===== src/rtl/uart_rx_pkg.sv =====
package uart_rx_pkg;
   localparam int MAXB = 9;

   typedef enum logic [2:0] {
      RX_IDLE, RX_START, RX_DATA, RX_PAR, RX_STOP
   } rx_state_e;

   typedef struct packed {
      logic [MAXB-1:0] word;
      logic            fe;
      logic            pe;
      logic            ovr;
   } rx_entry_t;
endpackage


===== src/rtl/uart_rx_sync.sv =====
module uart_rx_sync #(
   parameter int STAGES = 2
) (
   input  logic clk,
   input  logic rst_n,
   input  logic din,
   output logic dout
);
   generate
      if (STAGES == 0) begin : g_pass
         assign dout = din;
      end else begin : g_ff
         logic [STAGES-1:0] r;
         always_ff @(posedge clk or negedge rst_n) begin
            if (!rst_n) begin
               r <= '1;
            end else begin
               r[0] <= din;
               for (int i = 1; i < STAGES; i++) r[i] <= r[i-1];
            end
         end
         assign dout = r[STAGES-1];
      end
   endgenerate
endmodule


===== src/rtl/uart_rx_shift.sv =====
module uart_rx_shift
   import uart_rx_pkg::*;
#(
   parameter int OSR = 16
) (
   input  logic            clk,
   input  logic            rst_n,
   input  logic            en,
   input  logic            tick,
   input  logic            rxd,
   input  logic [3:0]      nbits,
   input  logic            par_en,
   input  logic            par_odd,
   output logic            start_det,
   output logic            done,
   output logic [MAXB-1:0] word,
   output logic            last_bit,
   output logic            frame_err,
   output logic            par_err
);
   localparam int CW  = $clog2(OSR);
   localparam int MID = OSR / 2;

   generate
      if (OSR < 8) begin : g_bad_osr
         $error("uart_rx_shift: OSR must be at least 8");
      end
   endgenerate

   rx_state_e       st;
   logic [CW-1:0]   cnt;
   logic [1:0]      v;
   logic [MAXB-1:0] sr;
   logic [3:0]      nb_l, bitn;
   logic            pe_l, po_l, pbit;
   logic            vote;

   assign vote = (v[0] & v[1]) | (v[0] & rxd) | (v[1] & rxd);

   always_ff @(posedge clk or negedge rst_n) begin
      if (!rst_n) begin
         st <= RX_IDLE;  cnt <= '0;  v <= '0;  sr <= '0;
         nb_l <= 4'd8;   bitn <= '0; pe_l <= 1'b0; po_l <= 1'b0;
         pbit <= 1'b0;   start_det <= 1'b0; done <= 1'b0; frame_err <= 1'b0;
      end else begin
         start_det <= 1'b0;
         done      <= 1'b0;
         if (!en) begin
            st <= RX_IDLE;
         end else if (tick) begin
            if (st == RX_IDLE) begin
               if (!rxd) begin
                  st   <= RX_START;
                  cnt  <= CW'(1);
                  nb_l <= nbits;
                  pe_l <= par_en;
                  po_l <= par_odd;
                  bitn <= '0;
                  sr   <= '0;
               end
            end else begin
               cnt <= (cnt == CW'(OSR-1)) ? '0 : cnt + 1'b1;
               if (cnt == CW'(MID-1)) v[0] <= rxd;
               if (cnt == CW'(MID))   v[1] <= rxd;
               if (cnt == CW'(MID+1)) begin
                  case (st)
                     RX_START: begin
                        if (vote) st <= RX_IDLE;
                        else begin
                           st        <= RX_DATA;
                           start_det <= 1'b1;
                        end
                     end
                     RX_DATA: begin
                        sr   <= {vote, sr[MAXB-1:1]};
                        bitn <= bitn + 1'b1;
                        if (bitn == nb_l - 4'd1) st <= pe_l ? RX_PAR : RX_STOP;
                     end
                     RX_PAR: begin
                        pbit <= vote;
                        st   <= RX_STOP;
                     end
                     RX_STOP: begin
                        frame_err <= ~vote;
                        done      <= 1'b1;
                        st        <= RX_IDLE;
                     end
                     default: st <= RX_IDLE;
                  endcase
               end
            end
         end
      end
   end

   assign word     = sr >> (4'd9 - nb_l);
   assign last_bit = sr[MAXB-1];
   assign par_err  = pe_l & (pbit ^ (^word) ^ po_l);

   a_r11_pulse_excl: assert property (@(posedge clk) disable iff (!rst_n)
      $onehot0({start_det, done}));
   a_r10_done_idle: assert property (@(posedge clk) disable iff (!rst_n)
      done |-> st == RX_IDLE);
endmodule


===== src/rtl/uart_rx_queue.sv =====
module uart_rx_queue
   import uart_rx_pkg::*;
#(
   parameter int DEPTH = 2
) (
   input  logic      clk,
   input  logic      rst_n,
   input  logic      flush,
   input  logic      push,
   input  logic      keep,
   input  logic      start_det,
   input  logic      pop,
   input  rx_entry_t din,
   output rx_entry_t head,
   output logic      nonempty
);
   localparam int CW = $clog2(DEPTH + 1);

   generate
      if (DEPTH < 1) begin : g_bad_depth
         $error("uart_rx_queue: DEPTH must be at least 1");
      end
   endgenerate

   rx_entry_t     q   [DEPTH];
   rx_entry_t     q_n [DEPTH];
   rx_entry_t     hold, hold_n;
   logic [CW-1:0] cnt, cnt_n;
   logic          hv, hv_n, doom, doom_n;

   always_comb begin
      q_n = q;  cnt_n = cnt;  hold_n = hold;  hv_n = hv;  doom_n = doom;
      if (pop && cnt != '0) begin
         for (int i = 0; i < DEPTH-1; i++) q_n[i] = q[i+1];
         cnt_n = cnt - 1'b1;
      end
      if (hv && cnt_n < CW'(DEPTH)) begin
         for (int i = 0; i < DEPTH; i++) if (cnt_n == CW'(i)) q_n[i] = hold;
         cnt_n = cnt_n + 1'b1;
         hv_n  = 1'b0;
      end
      if (start_det && hv_n && cnt_n == CW'(DEPTH)) begin
         hold_n.ovr = 1'b1;
         doom_n     = 1'b1;
      end
      if (push) begin
         if (doom) begin
            doom_n = 1'b0;
         end else if (keep) begin
            if (cnt_n < CW'(DEPTH)) begin
               for (int i = 0; i < DEPTH; i++) if (cnt_n == CW'(i)) q_n[i] = din;
               cnt_n = cnt_n + 1'b1;
            end else begin
               hold_n = din;
               hv_n   = 1'b1;
            end
         end
      end
   end

   always_ff @(posedge clk or negedge rst_n) begin
      if (!rst_n) begin
         for (int i = 0; i < DEPTH; i++) q[i] <= '0;
         hold <= '0;  cnt <= '0;  hv <= 1'b0;  doom <= 1'b0;
      end else if (flush) begin
         cnt <= '0;  hv <= 1'b0;  doom <= 1'b0;
      end else begin
         q <= q_n;  hold <= hold_n;  cnt <= cnt_n;  hv <= hv_n;  doom <= doom_n;
      end
   end

   assign head     = q[0];
   assign nonempty = (cnt != '0);

   a_r1_depth_bound: assert property (@(posedge clk) disable iff (!rst_n)
      cnt <= CW'(DEPTH));
   a_r1_pop_step: assert property (@(posedge clk) disable iff (!rst_n)
      pop && cnt != '0 && !hv && !push && !flush |=> cnt == $past(cnt) - 1'b1);
   a_r5_hold_when_full: assert property (@(posedge clk) disable iff (!rst_n)
      hv |-> cnt == CW'(DEPTH));
   a_r5_overrun_mark: assert property (@(posedge clk) disable iff (!rst_n)
      !flush && start_det && hv && cnt == CW'(DEPTH) && !pop |=> hv && hold.ovr);
   a_r7_flush_empty: assert property (@(posedge clk) disable iff (!rst_n)
      flush |=> cnt == '0 && !hv);
endmodule


===== src/rtl/uart_rx_fifo.sv =====
module uart_rx_fifo
   import uart_rx_pkg::*;
#(
   parameter int OSR         = 16,
   parameter int DEPTH       = 2,
   parameter int SYNC_STAGES = 2
) (
   input  logic       clk,
   input  logic       rst_n,
   input  logic       rx_en,
   input  logic       addr_filt,
   input  logic [1:0] par_mode,
   input  logic [2:0] char_size,
   input  logic       samp_tick,
   input  logic       rxd,
   input  logic       rd_en,
   input  logic       irq_en,
   output logic [7:0] rd_data,
   output logic       rd_bit9,
   output logic       ready,
   output logic       frame_err,
   output logic       par_err,
   output logic       overrun,
   output logic       irq
);
   logic            rxd_s, start_det, done, last_bit, fe, pe, keep, nonempty;
   logic [3:0]      nbits;
   logic [MAXB-1:0] word;
   rx_entry_t       din, head;

   always_comb begin
      case (char_size)
         3'd0:    nbits = 4'd5;
         3'd1:    nbits = 4'd6;
         3'd2:    nbits = 4'd7;
         3'd7:    nbits = 4'd9;
         default: nbits = 4'd8;
      endcase
   end

   uart_rx_sync #(.STAGES(SYNC_STAGES)) u_sync (
      .clk(clk), .rst_n(rst_n), .din(rxd), .dout(rxd_s));

   uart_rx_shift #(.OSR(OSR)) u_shift (
      .clk(clk), .rst_n(rst_n), .en(rx_en), .tick(samp_tick), .rxd(rxd_s),
      .nbits(nbits), .par_en(par_mode[1]), .par_odd(par_mode[0]),
      .start_det(start_det), .done(done), .word(word), .last_bit(last_bit),
      .frame_err(fe), .par_err(pe));

   assign keep = ~addr_filt | last_bit;
   assign din  = '{word: word, fe: fe, pe: pe, ovr: 1'b0};

   uart_rx_queue #(.DEPTH(DEPTH)) u_queue (
      .clk(clk), .rst_n(rst_n), .flush(~rx_en), .push(done), .keep(keep),
      .start_det(start_det), .pop(rd_en), .din(din), .head(head),
      .nonempty(nonempty));

   assign ready     = nonempty;
   assign rd_data   = nonempty ? head.word[7:0] : 8'h00;
   assign rd_bit9   = nonempty & head.word[8];
   assign frame_err = nonempty & head.fe;
   assign par_err   = nonempty & head.pe;
   assign overrun   = nonempty & head.ovr;
   assign irq       = irq_en & nonempty;

   a_r7_disabled_quiet: assert property (@(posedge clk) disable iff (!rst_n)
      !rx_en |=> !ready);
endmodule


===== config.mk =====
export PLATFORM = sky130hd
export DESIGN_NAME = uart_rx_fifo
export DESIGN_NICKNAME = d
export VERILOG_FILES = /design/src/rtl/uart_rx_pkg.sv /design/src/rtl/uart_rx_sync.sv /design/src/rtl/uart_rx_shift.sv /design/src/rtl/uart_rx_queue.sv /design/src/rtl/uart_rx_fifo.sv
export SDC_FILE = /design/constraint.sdc
export NUM_CORES = 1
export LEC_CHECK = 0
export ABC_AREA = 1
export BUFFER_PORTS_ARGS = -buffer_cell sky130_fd_sc_hd__buf_2
export CORE_MARGIN = 2
export CORE_UTILIZATION = 62
export DETAILED_ROUTE_END_ITERATION = 8
export PLACE_DENSITY = 0.81
export SLEW_MARGIN = 20
export SYNTH_ARGS = -nofsm -noshare
export SYNTH_HDL_FRONTEND = slang
export SYNTH_HIERARCHICAL = 1
export SYNTH_SLANG_ARGS = --single-unit
export TNS_END_PERCENT = 5

===== constraint.sdc =====
create_clock -name clk -period 2.95 [get_ports clk]
set_input_delay 0.4425 -clock clk [delete_from_list [all_inputs] [get_ports clk]]
set_output_delay 0.4425 -clock clk [all_outputs]
set_load 0.02 [all_outputs]

==> out/metrics.cfg, run 1 <==
[power_and_ir_drop]
leakage_nw=2.85
power.density_nw_per_um2=712
ir_worst_vdd_v=0.000486
p_sw_mw=1.75
swShare=0.449
clkPwrFrac=0.215
power.share.combinational=0.451
p_seq_frac=0.335
power.internal_mw=2.15

[logic_synthesis]
synth_edf_count=0
yosys.area_share.simple=0.385
synth.ff_latch_count=74
synth-main-ff-cell=dfrtp_1
ys_types=36
synth_compound_area_frac=0.0894
synth_top_family_by_area=simple AND/OR/NAND/NOR gates
synthCells=782
synthMuxAreaShare=0
synth_xor_area_frac=0.00674
seq_area_frac_synth=0.357
synth_adder_area_share=0.0265
synthArstFlopShare=1.00
synth_area_sq_um=5190
avgSynthCellArea_sq_um=6.64
yosys_warnings=6

[sta]
slew_viol_final=0
setup_viol=0
skew_ps=10.4
slew_headroom=0.375
finalSetupTns_ps=0
fmax_mhz=373
worst_pin_slew_ps=937
fin_crit_sh=0.908
min_period_ps=2680
hold_violations=0
rsz0062_at_grt=false

[clock_tree]
cts_buffers=9
clock_latency_ps=350
cts.reportedPaths.clkPinSlew_ps=80
post_cts_resized=0
cts_hold_buf=0
cts_tree=done
clock_tree.root_cell=clkbuf_8
cts_setup_buffers=0
cts_sinks=74
cts_buffer_depth=2
htreeDepth=3

[die]
core_area_sq_um=8180
rows=33
dieHeight_um=95.5
initial_utilization=0.635
dieWidth_um=95.5
io_pins=27
dieArea_sq_um=9130

[worst_setup_path]
slowest_delay_ps=390
cp_max_fo=19
r2r-start=u_queue/cnt[0]
endpoint_kind=flip-flop
timing.critical_path.buf_inv=4
critical_path_class=flip-flop to flip-flop
cp_slowest_cell=dfrtp_1
critical_path.cell_chain=inv_1 -> ha_1 -> inv_2 -> nand2_2 -> nand2_1 -> nand2_1 -> ha_1 -> inv_1 -> nand2_1 -> nand3_4 -> inv_1 -> ha_1 -> nand2_2 -> nand3_1 -> nand3_1 -> nand2_1
rr_worst_depth=16
critPathArrivalTime_ps=2920
rr_endpoint=u_queue/q[11]
cp_top_family=simple AND/OR/NAND/NOR gates
cp_common_cell=nand2_1
start_kind=flip-flop
worst-r2r-setup-slack_ps=270
crit_required_ps=3190

[detailed_routing]
first_pass_iters=5
routed_wl_um=11500
drt_iter0_drc=314
dr_total_vias=4825
post_drt_wl_per_cell_um=12.9
routed_via_density=5.39
drc_errors=0
postRouteAntennaNets=0

[min_path]
worstHoldPathType=input port to flip-flop
hold_depth=1
min_from=rxd
holdPathEnd=u_sync/g_ff.r[0]

[global_routing]
grt_pass1_wl_um=19900
grt_pass1_vias=4527
grt_max_degree=75
antenna_found_initial=0
gr-usage-all-layers=0.272
grt-ovfl-total=0

[finish]
postLayoutCoreUtil=0.669
antenna_cells=0
instances_no_fill=896
syn_to_final_growth_pct=5.20
fin_nets=810
n_fill_cell=713
drive_gt1_frac=0.110

[place]
gp_congestion=0.901
dp_hpwl_um=8280
io_buffers=26
dp_cells=880

[run]
max_cap_violations=0

[run_status]
status=complete, no violations

worst reg2reg max path: stages (launching register included):
cell and delay, ps:
dfrtp_1 390, inv_1 90, ha_1 210, inv_2 240
nand2_2 110, nand2_1 80, nand2_1 130, ha_1 310
inv_1 50, nand2_1 70, nand3_4 160, inv_1 70
ha_1 220, nand2_2 200, nand3_1 120, nand3_1 90
nand2_1 50
per-layer routing:
metal / vias up / track usage / routed length (um)
met5: - / 0 / 0
met4: 0 / 0.104 / 274
met1: 2204 / 0.347 / 5200
li1: 2471 / - / -
met3: 26 / 0.0435 / 501
met2: 124 / 0.463 / 5560
area by class of cell:
type / count / area [sq um] / share of cell area
sequential: 74 / 1860 / 0.340
clock buffer: 12 / 155 / 0.0284
multi-input combinational: 554 / 2650 / 0.484
inverter: 111 / 419 / 0.0767
timing repair buffer: 36 / 208 / 0.0380
clock inverter: 4 / 51.3 / 0.00939
tap: 105 / 131 / 0.0240
power groups by stage:
stage	clock (mW)	combinational (mW)	sequential, mW
after floorplan	0	1.45	1.25
final	0.836	1.75	1.30
after global placement	0	1.68	1.31
after detailed placement	0	1.74	1.32
after CTS	0.850	1.75	1.30
after global routing	0.897	2.01	1.32
logic make-up after synthesis:
kind of cell,Yosys count
DFF,74
buffers and inverters,155
and+or+nand+nor,449
AOI/OAI and AO/OA,88
adders and majority gates,11
other,1
xor gates and xnor gates,4
per-stage QoR:
| step | power, mW | worst slack, ps | hold slack, ps | area (sq um) |
|---|---|---|---|---|
| 6_report | 3.89 | 270 | 190 | 5470 |
| 5_1_grt | 4.23 | 33.1 | 174 | 5470 |
| 4_1_cts | 3.90 | 280 | 175 | 5470 |
| 3_5_place_dp | 3.05 | 311 | 347 | 5260 |
| 3_3_place_gp | 2.99 | 423 | 346 | 5260 |
| 2_1_floorplan | 2.70 | 234 | 147 | 5200 |
layout by cell type, fill, tap and decap left out, types with 4 or more instances in the layout:
master | netlist | routed
nand2_2 | 9 | 9
ha_1 | 11 | 11
nand2_1 | 254 | 254
inv_2 | 6 | 6
o21ai_1 | 13 | 13
nor3_1 | 4 | 4
nor2_1 | 40 | 40
nor2_2 | 6 | 6
nand3_1 | 109 | 109
nand4_1 | 15 | 15
buf_4 | 16 | 11
o22ai_1 | 11 | 11
a21oi_1 | 22 | 22
inv_1 | 103 | 103
clkbuf_8 | 0 | 11
o21ai_0 | 39 | 39
buf_2 | 12 | 25
dfrtp_1 | 71 | 71
flip-flops by register name (all words and copies together), names as in the netlist, 3 cells and up, named ones only:
name,cells
u_queue/q,12
u_shift/cnt,4
u_shift/bitn,4
u_shift/sr,9
u_queue/hold,11
u_queue/head,12
u_shift/st,3
u_shift/nb_l,4
cells in the mapped netlist, types with 9 or more instances:
cell type | count | area share
nand2_1 | 254 | 0.18
nand3_1 | 109 | 0.11
inv_1 | 103 | 0.074
dfrtp_1 | 71 | 0.34
nor2_1 | 40 | 0.029
o21ai_0 | 39 | 0.038
a21oi_1 | 22 | 0.021
buf_4 | 16 | 0.023
nand4_1 | 15 | 0.018
o21ai_1 | 13 | 0.013
buf_2 | 12 | 0.012
ha_1 | 11 | 0.026
o22ai_1 | 11 | 0.013
clkbuf_1 | 10 | 0.0072
nand2_2 | 9 | 0.011
how the worst max path moves through the flow:
stage                     from              end  slack (ps)  cells after the start
3_3_place_gp   u_shift/nb_l[1]  u_queue/head[1]         420                     18
2_1_floorplan   u_queue/cnt[0]    u_queue/q[10]         230                     17
5_1_grt         u_queue/cnt[0]    u_queue/q[11]          30                     16
6_report        u_queue/cnt[0]    u_queue/q[11]         270                     16
3_5_place_dp    u_queue/cnt[0]    u_queue/q[10]         310                     16
4_1_cts         u_queue/cnt[0]    u_queue/q[11]         280                     16
No activity file was read; power rests on OpenSTA's default activity.
==> run 2: changes to the inputs <==
--- a/config.mk
+++ b/config.mk
@@ -7,10 +7,11 @@
 export LEC_CHECK = 0
 export ABC_AREA = 1
 export BUFFER_PORTS_ARGS = -buffer_cell sky130_fd_sc_hd__buf_2
+export CAP_MARGIN = 20
 export CORE_MARGIN = 2
-export CORE_UTILIZATION = 62
+export CORE_UTILIZATION = 55
 export DETAILED_ROUTE_END_ITERATION = 8
-export PLACE_DENSITY = 0.81
+export PLACE_DENSITY = 0.73
 export SLEW_MARGIN = 20
 export SYNTH_ARGS = -nofsm -noshare
 export SYNTH_HDL_FRONTEND = slang
==> run 2 against run 1 <==
Design area fell by 0.50%; largest cell class unchanged; wire length rose by 1.9%; total power fell by 2.9%; flip-flop and latch count did not move; core utilization fell by 7.7 points; global-route usage fell by 2.8 points; highest routed layer unchanged; clock skew rose by 1.6 ps; fmax fell by 1.3%.
==> out/metrics.cfg, run 2 (synthesis results as in run 1) <==
[run_status]
status=complete, no violations  ; unchanged

[sta]
slew_headroom=0.381  ; was 0.375
fin_crit_sh=0.921  ; was 0.908
fmax_mhz=368  ; was 373 MHz
setup_viol=0  ; unchanged
worst_pin_slew_ps=928  ; was 937 ps
rsz0062_at_grt=false  ; unchanged
skew_ps=11.9  ; was 10.4 ps
slew_viol_final=0  ; unchanged
finalSetupTns_ps=0  ; unchanged
hold_violations=0  ; unchanged
min_period_ps=2720  ; was 2680 ps

[die]
rows=35  ; was 33
io_pins=27  ; unchanged
initial_utilization=0.565  ; was 0.635
dieHeight_um=101  ; was 95.5 um
dieWidth_um=101  ; was 95.5 um
dieArea_sq_um=10200  ; was 9130 sq um
core_area_sq_um=9200  ; was 8180 sq um

[power_and_ir_drop]
power.density_nw_per_um2=695  ; was 712 nW/um^2
power.internal_mw=2.03  ; was 2.15 mW
p_sw_mw=1.74  ; was 1.75 mW
power.share.combinational=0.463  ; was 0.451
leakage_nw=2.82  ; was 2.85 nW
ir_worst_vdd_v=0.000513  ; was 0.000486 V
power_mw=3.78  ; was 3.89 mW
swShare=0.462  ; was 0.449
p_seq_frac=0.343  ; was 0.335
clkPwrFrac=0.194  ; was 0.215

[worst_setup_path]
slowest_delay_ps=380  ; was 390 ps
cp_max_fo=27  ; was 19
start_kind=flip-flop  ; unchanged
cp_slowest_cell=dfrtp_1  ; unchanged
crit_required_ps=3240  ; was 3190 ps
r2r-start=u_queue/cnt[0]  ; unchanged
critical_path_class=flip-flop to flip-flop  ; unchanged
worst-r2r-setup-slack_ps=230  ; was 270 ps
rr_worst_depth=15  ; was 16
endpoint_kind=flip-flop  ; unchanged
critical_path.cell_chain=inv_1 -> ha_1 -> inv_2 -> nand2_2 -> nand2_1 -> nand2_1 -> ha_1 -> inv_1 -> nand2_1 -> nand3_4 -> nor2_8 -> nand2_2 -> nand3_1 -> nand3_1 -> nand2_1  ; was inv_1 -> ha_1 -> inv_2 -> nand2_2 -> nand2_1 -> nand2_1 -> ha_1 -> inv_1 -> nand2_1 -> nand3_4 -> inv_1 -> ha_1 -> nand2_2 -> nand3_1 -> nand3_1 -> nand2_1
rr_endpoint=u_queue/q[7]  ; was u_queue/q[11]
critPathArrivalTime_ps=3000  ; was 2920 ps
cp_common_cell=nand2_1  ; unchanged

[place]
placed_area_sq_um=5250  ; was 5260 sq um
gp_congestion=0.898  ; was 0.901
io_buffers=26  ; unchanged
dp_hpwl_um=8570  ; was 8280 um

[finish]
n_fill_cell=877  ; was 713
regArea_sq_um=1860  ; unchanged
syn_to_final_growth_pct=4.67  ; was 5.20%
multiInputGateArea_sq_um=2650  ; about the same
layout_commonest_cell=nand2_1  ; unchanged
fin_nets=808  ; was 810
antenna_cells=0  ; unchanged
drive_gt1_frac=0.109  ; was 0.110
final_design_area_no_fill_sq_um=5440  ; was 5470 sq um
final_cell_mix=nand2_1 (254), nand3_1 (109), inv_1 (103)  ; unchanged

[detailed_routing]
postRouteAntennaNets=0  ; unchanged
post_drt_wl_per_cell_um=13.1  ; was 12.9 um
dr_total_vias=4821  ; was 4,825
routed_wl_um=11700  ; was 11,500 um
drc_errors=0  ; unchanged
routed_via_density=5.36  ; was 5.39
drt_iter0_drc=332  ; was 314
first_pass_iters=5  ; unchanged

[global_routing]
gr-usage-all-layers=0.245  ; was 0.272
grt_max_degree=75  ; unchanged
grt-ovfl-total=0  ; unchanged
antenna_found_initial=0  ; unchanged
grt_pass1_vias=4497  ; was 4,527
grt_pass1_wl_um=20300  ; was 19,900 um

[clock_tree]
cts_buffers=9  ; unchanged
clock_latency_ps=350  ; about the same
clock_tree.root_cell=clkbuf_8  ; unchanged
cts_hold_buf=0  ; unchanged
post_cts_resized=0  ; unchanged
cts_setup_buffers=0  ; unchanged
cts_sinks=74  ; unchanged
htreeDepth=3  ; unchanged
cts.reportedPaths.clkPinSlew_ps=80  ; about the same
cts_tree=done  ; unchanged
cts_buffer_depth=2  ; unchanged

[min_path]
hold_depth=1  ; unchanged
worstHoldPathType=input port to flip-flop  ; unchanged
min_from=rxd  ; unchanged
holdPathEnd=u_sync/g_ff.r[0]  ; unchanged

[run]
max_cap_violations=0  ; unchanged

run 2: worst max-delay path by stage:
| stage | slack (ps) | startpoint | end |
|---|---|---|---|
| 5_1_grt | 10 | u_queue/cnt[0] | u_queue/q[9] |
| 4_1_cts | 230 | u_queue/cnt[0] | u_queue/head[8] |
| 3_3_place_gp | 380 | u_queue/cnt[0] | u_queue/head[7] |
| 6_report | 230 | u_queue/cnt[0] | u_queue/q[7] |
| 2_1_floorplan | 230 | u_queue/cnt[0] | u_queue/q[10] |
| 3_5_place_dp | 260 | u_queue/cnt[0] | u_queue/head[11] |
run 2: per-layer routing:
metal / GRT usage / routed length [um] / up-vias
li1: - / - / 2478
met5: 0 / 0 / -
met4: 0.112 / 302 / 0
met3: 0.0317 / 657 / 20
met1: 0.326 / 5220 / 2172
met2: 0.398 / 5570 / 151
run 2: critical path, delay by kind of cell, from the launching register on:
family        cells  cell delay, ps
simple gates     10            1420
fa+ha+maj         2             490
buf+inv           3             340
flops             1             380
run 2: layout make-up:
cell class	count	area share
well taps	111	0.0255
clock inverters	6	0.00759
flip-flops and latches	74	0.341
repair buffers	34	0.0354
clock buffers	10	0.0253
inverters	111	0.0771
multi-input cells	554	0.488
run 2: power by group through the flow:
stage	Clock [mW]	Sequential (mW)	Combinational (mW)
4_1_cts	0.760	1.29	1.75
3_5_place_dp	0	1.31	1.74
6_report	0.731	1.30	1.75
3_3_place_gp	0	1.31	1.69
5_1_grt	0.797	1.32	2.01
2_1_floorplan	0	1.25	1.45
run 2: metrics by stage:
stage                     worst slack (ps)  hold slack, ps  instances   util
after detailed placement               256             349        884  0.571
after floorplan                        234             147        783      -
after global routing                  13.4             168        900  0.591
final                                  235             180        900  0.591
after CTS                              233             161        900  0.590
after global placement                 380             347        884  0.571
==> run 3: changes to the inputs <==
--- a/config.mk
+++ b/config.mk
@@ -11,7 +11,7 @@
 export CORE_MARGIN = 2
 export CORE_UTILIZATION = 55
 export DETAILED_ROUTE_END_ITERATION = 8
-export PLACE_DENSITY = 0.73
+export PLACE_DENSITY = 0.76
 export SLEW_MARGIN = 20
 export SYNTH_ARGS = -nofsm -noshare
 export SYNTH_HDL_FRONTEND = slang
==> constraint.sdc (replaced) <==
create_clock -name clk -period 2.4 [get_ports clk]
set_input_delay 0.36 -clock clk [delete_from_list [all_inputs] [get_ports clk]]
set_output_delay 0.36 -clock clk [all_outputs]
set_load 0.02 [all_outputs]
==> run 3 against run 2 <==
Sequential share of layout area shrank 1.6 points; worst setup slack worse by 100 ps; worst hold slack got worse by 170 ps; non-clock buffer count is 16 higher; fmax increased by 20%; clock skew rose by 4.5 ps; clock-buffer cell count unchanged; flip-flop and latch count unchanged; clock power is 34% higher; critical endpoint is now u_queue/q[9]; highest routed layer unchanged.
==> out/metrics.cfg, run 3 (synthesis results as in run 1) <==
[run_status]
status=complete, no violations  ; unchanged

[worst_setup_path]
slowest_delay_ps=410  ; was 380 ps
critPathArrivalTime_ps=2510  ; was 3000 ps
cp_slowest_cell=dfrtp_1  ; unchanged
critical_path.cell_chain=inv_1 -> ha_2 -> nand3_1 -> nand2_2 -> ha_1 -> inv_1 -> nand2_1 -> nand3_4 -> inv_2 -> ha_4 -> nand2_4 -> nand3_1 -> nand3_1 -> nand2_1  ; was inv_1 -> ha_1 -> inv_2 -> nand2_2 -> nand2_1 -> nand2_1 -> ha_1 -> inv_1 -> nand2_1 -> nand3_4 -> nor2_8 -> nand2_2 -> nand3_1 -> nand3_1 -> nand2_1
start_kind=flip-flop  ; unchanged
crit_required_ps=2640  ; was 3240 ps
cp_common_cell=nand3_1  ; was nand2_1
critical_path_class=flip-flop to flip-flop  ; unchanged
endpoint_kind=flip-flop  ; unchanged
cp_max_fo=12  ; was 27

[finish]
final_cell_mix=nand2_1 (251), nand3_1 (107), inv_1 (101)  ; was nand2_1 (254), nand3_1 (109), inv_1 (103)
regArea_sq_um=1860  ; about the same
layout_commonest_cell=nand2_1  ; unchanged
fin_nets=825  ; was 808
drive_gt1_frac=0.146  ; was 0.109
syn_to_final_growth_pct=9.83  ; was 4.67%
instances_no_fill=917  ; was 900
antenna_cells=0  ; unchanged
multiInputGateArea_sq_um=2750  ; was 2650 sq um
n_fill_cell=825  ; was 877

[global_routing]
grt_pass1_vias=4614  ; was 4,497
grt_pass1_wl_um=21700  ; was 20,300 um
gr-usage-all-layers=0.266  ; was 0.245
antenna_found_initial=0  ; unchanged
grt-ovfl-total=0  ; unchanged
grt_max_degree=46  ; was 75

[min_path]
worstHoldPathType=input port to asynchronous set/reset pin  ; was input port to flip-flop

[sta]
min_period_ps=2270  ; was 2720 ps
fin_crit_sh=0.946  ; was 0.921
slew_viol_final=0  ; unchanged
worst_pin_slew_ps=604  ; was 928 ps
skew_ps=16.4  ; was 11.9 ps
finalSetupTns_ps=0  ; unchanged
fmax_mhz=441  ; was 368 MHz
slew_headroom=0.597  ; was 0.381
hold_violations=0  ; unchanged
worst_slack_ps=131  ; was 235 ps
hold-worst-slack_ps=11.0  ; was 180 ps
setup_viol=0  ; unchanged

[detailed_routing]
postRouteAntennaNets=0  ; unchanged
routed_via_density=5.50  ; was 5.36
drt_iter0_drc=313  ; was 332
dr_total_vias=5043  ; was 4,821
first_pass_iters=5  ; unchanged
post_drt_wl_per_cell_um=13.8  ; was 13.1 um
routed_wl_um=12700  ; was 11,700 um
drc_errors=0  ; unchanged

[clock_tree]
htreeDepth=3  ; unchanged
cts_sinks=74  ; unchanged
cts.reportedPaths.clkPinSlew_ps=90  ; was 80 ps
clock_tree.root_cell=clkbuf_8  ; unchanged
cts_tree=done  ; unchanged
cts_buffers=9  ; unchanged
clock_latency_ps=350  ; about the same
cts_buffer_depth=2  ; unchanged
cts_hold_buf=0  ; unchanged

[place]
gp_congestion=0.878  ; was 0.898
place_ws_ps=37.8  ; was 256 ps
dp_cells=896  ; was 884
dp_hpwl_um=8990  ; was 8570 um
io_buffers=26  ; unchanged

[run]
max_cap_violations=0  ; unchanged

[die]
dieWidth_um=101  ; unchanged
rows=35  ; unchanged
dieArea_sq_um=10200  ; unchanged
initial_utilization=0.565  ; unchanged
dieHeight_um=101  ; unchanged
core_area_sq_um=9200  ; unchanged
io_pins=27  ; unchanged

[power_and_ir_drop]
ir_worst_vdd_v=0.000643  ; was 0.000513 V
power_mw=5.09  ; was 3.78 mW
leakage_nw=2.95  ; was 2.82 nW
power.density_nw_per_um2=893  ; was 695 nW/um^2

[run 3: cell types whose count changed in the layout (fill, tap and decap cells not counted), sizes merged]
| cell | previous run | this run |
|---|---|---|
| bufinv | 0 | 1 |
| clkinvlp | 3 | 1 |
| nand3 | 114 | 115 |
| buf | 34 | 50 |
| clkinv | 3 | 4 |
[run 3: through the flow]
stage / util / area, sq um
after floorplan: - / 5230
after global placement: 0.585 / 5380
after detailed placement: 0.585 / 5380
after CTS: 0.606 / 5570
after global routing: 0.620 / 5710
final: 0.620 / 5710
[run 3: worst max-delay path: cells and delay by family (launching register included)]
kind                       cells  cell delay (ps)
adders and majority gates      3              760
and+or+nand+nor                8              750
buffers and inverters          3              230
DFF                            1              410
[run 3: worst paths after layout]
kind,start,endpoint,slack [ps],cells after the start
worst max-delay path,u_queue/cnt[0],u_queue/q[9],130,14
worst min-delay path,rst_n,u_queue/head[11],10,1
worst max register to register,u_queue/cnt[0],u_queue/q[9],130,14
worst min register to register,u_sync/g_ff.r[0],u_sync/g_ff.r[1],360,0
max in group asynchronous,rst_n,u_sync/g_ff.r[1],1720,2
min in group clk,rxd,u_sync/g_ff.r[0],100,1
[run 3: metal layers]
metal | track usage | share of wire | wire (um) | up-vias
met2 | 0.442 | 0.48 | 6130 | 187
met3 | 0.0504 | 0.060 | 764 | 13
li1 | - | - | - | 2518
met5 | 0 | 0 | 0 | -
met1 | 0.356 | 0.44 | 5650 | 2325
met4 | 0.0759 | 0.011 | 142 | 0
[run 3: area by class of cell]
cell class	count	area share
repair buffers	50	0.0612
clock buffers	10	0.0224
well taps	111	0.0243
flip-flops and latches	74	0.325
inverters	111	0.0739
clock inverters	6	0.0114
multi-input cells	555	0.481
[run 3: where the power goes]
part	switching (mW)	internal [mW]	total, mW	leakage, nW
Clock	0.499	0.483	0.982	0.0966
Combinational	1.69	0.854	2.55	1.87
Sequential	0.152	1.41	1.57	0.991
Total	2.34	2.75	5.09	2.95
[run 3: repair_timing]
action                                  in CTS  in global routing
setup buffers                                0                  4
gates resized for setup                      0                 24
endpoints found under the setup margin       0                 25
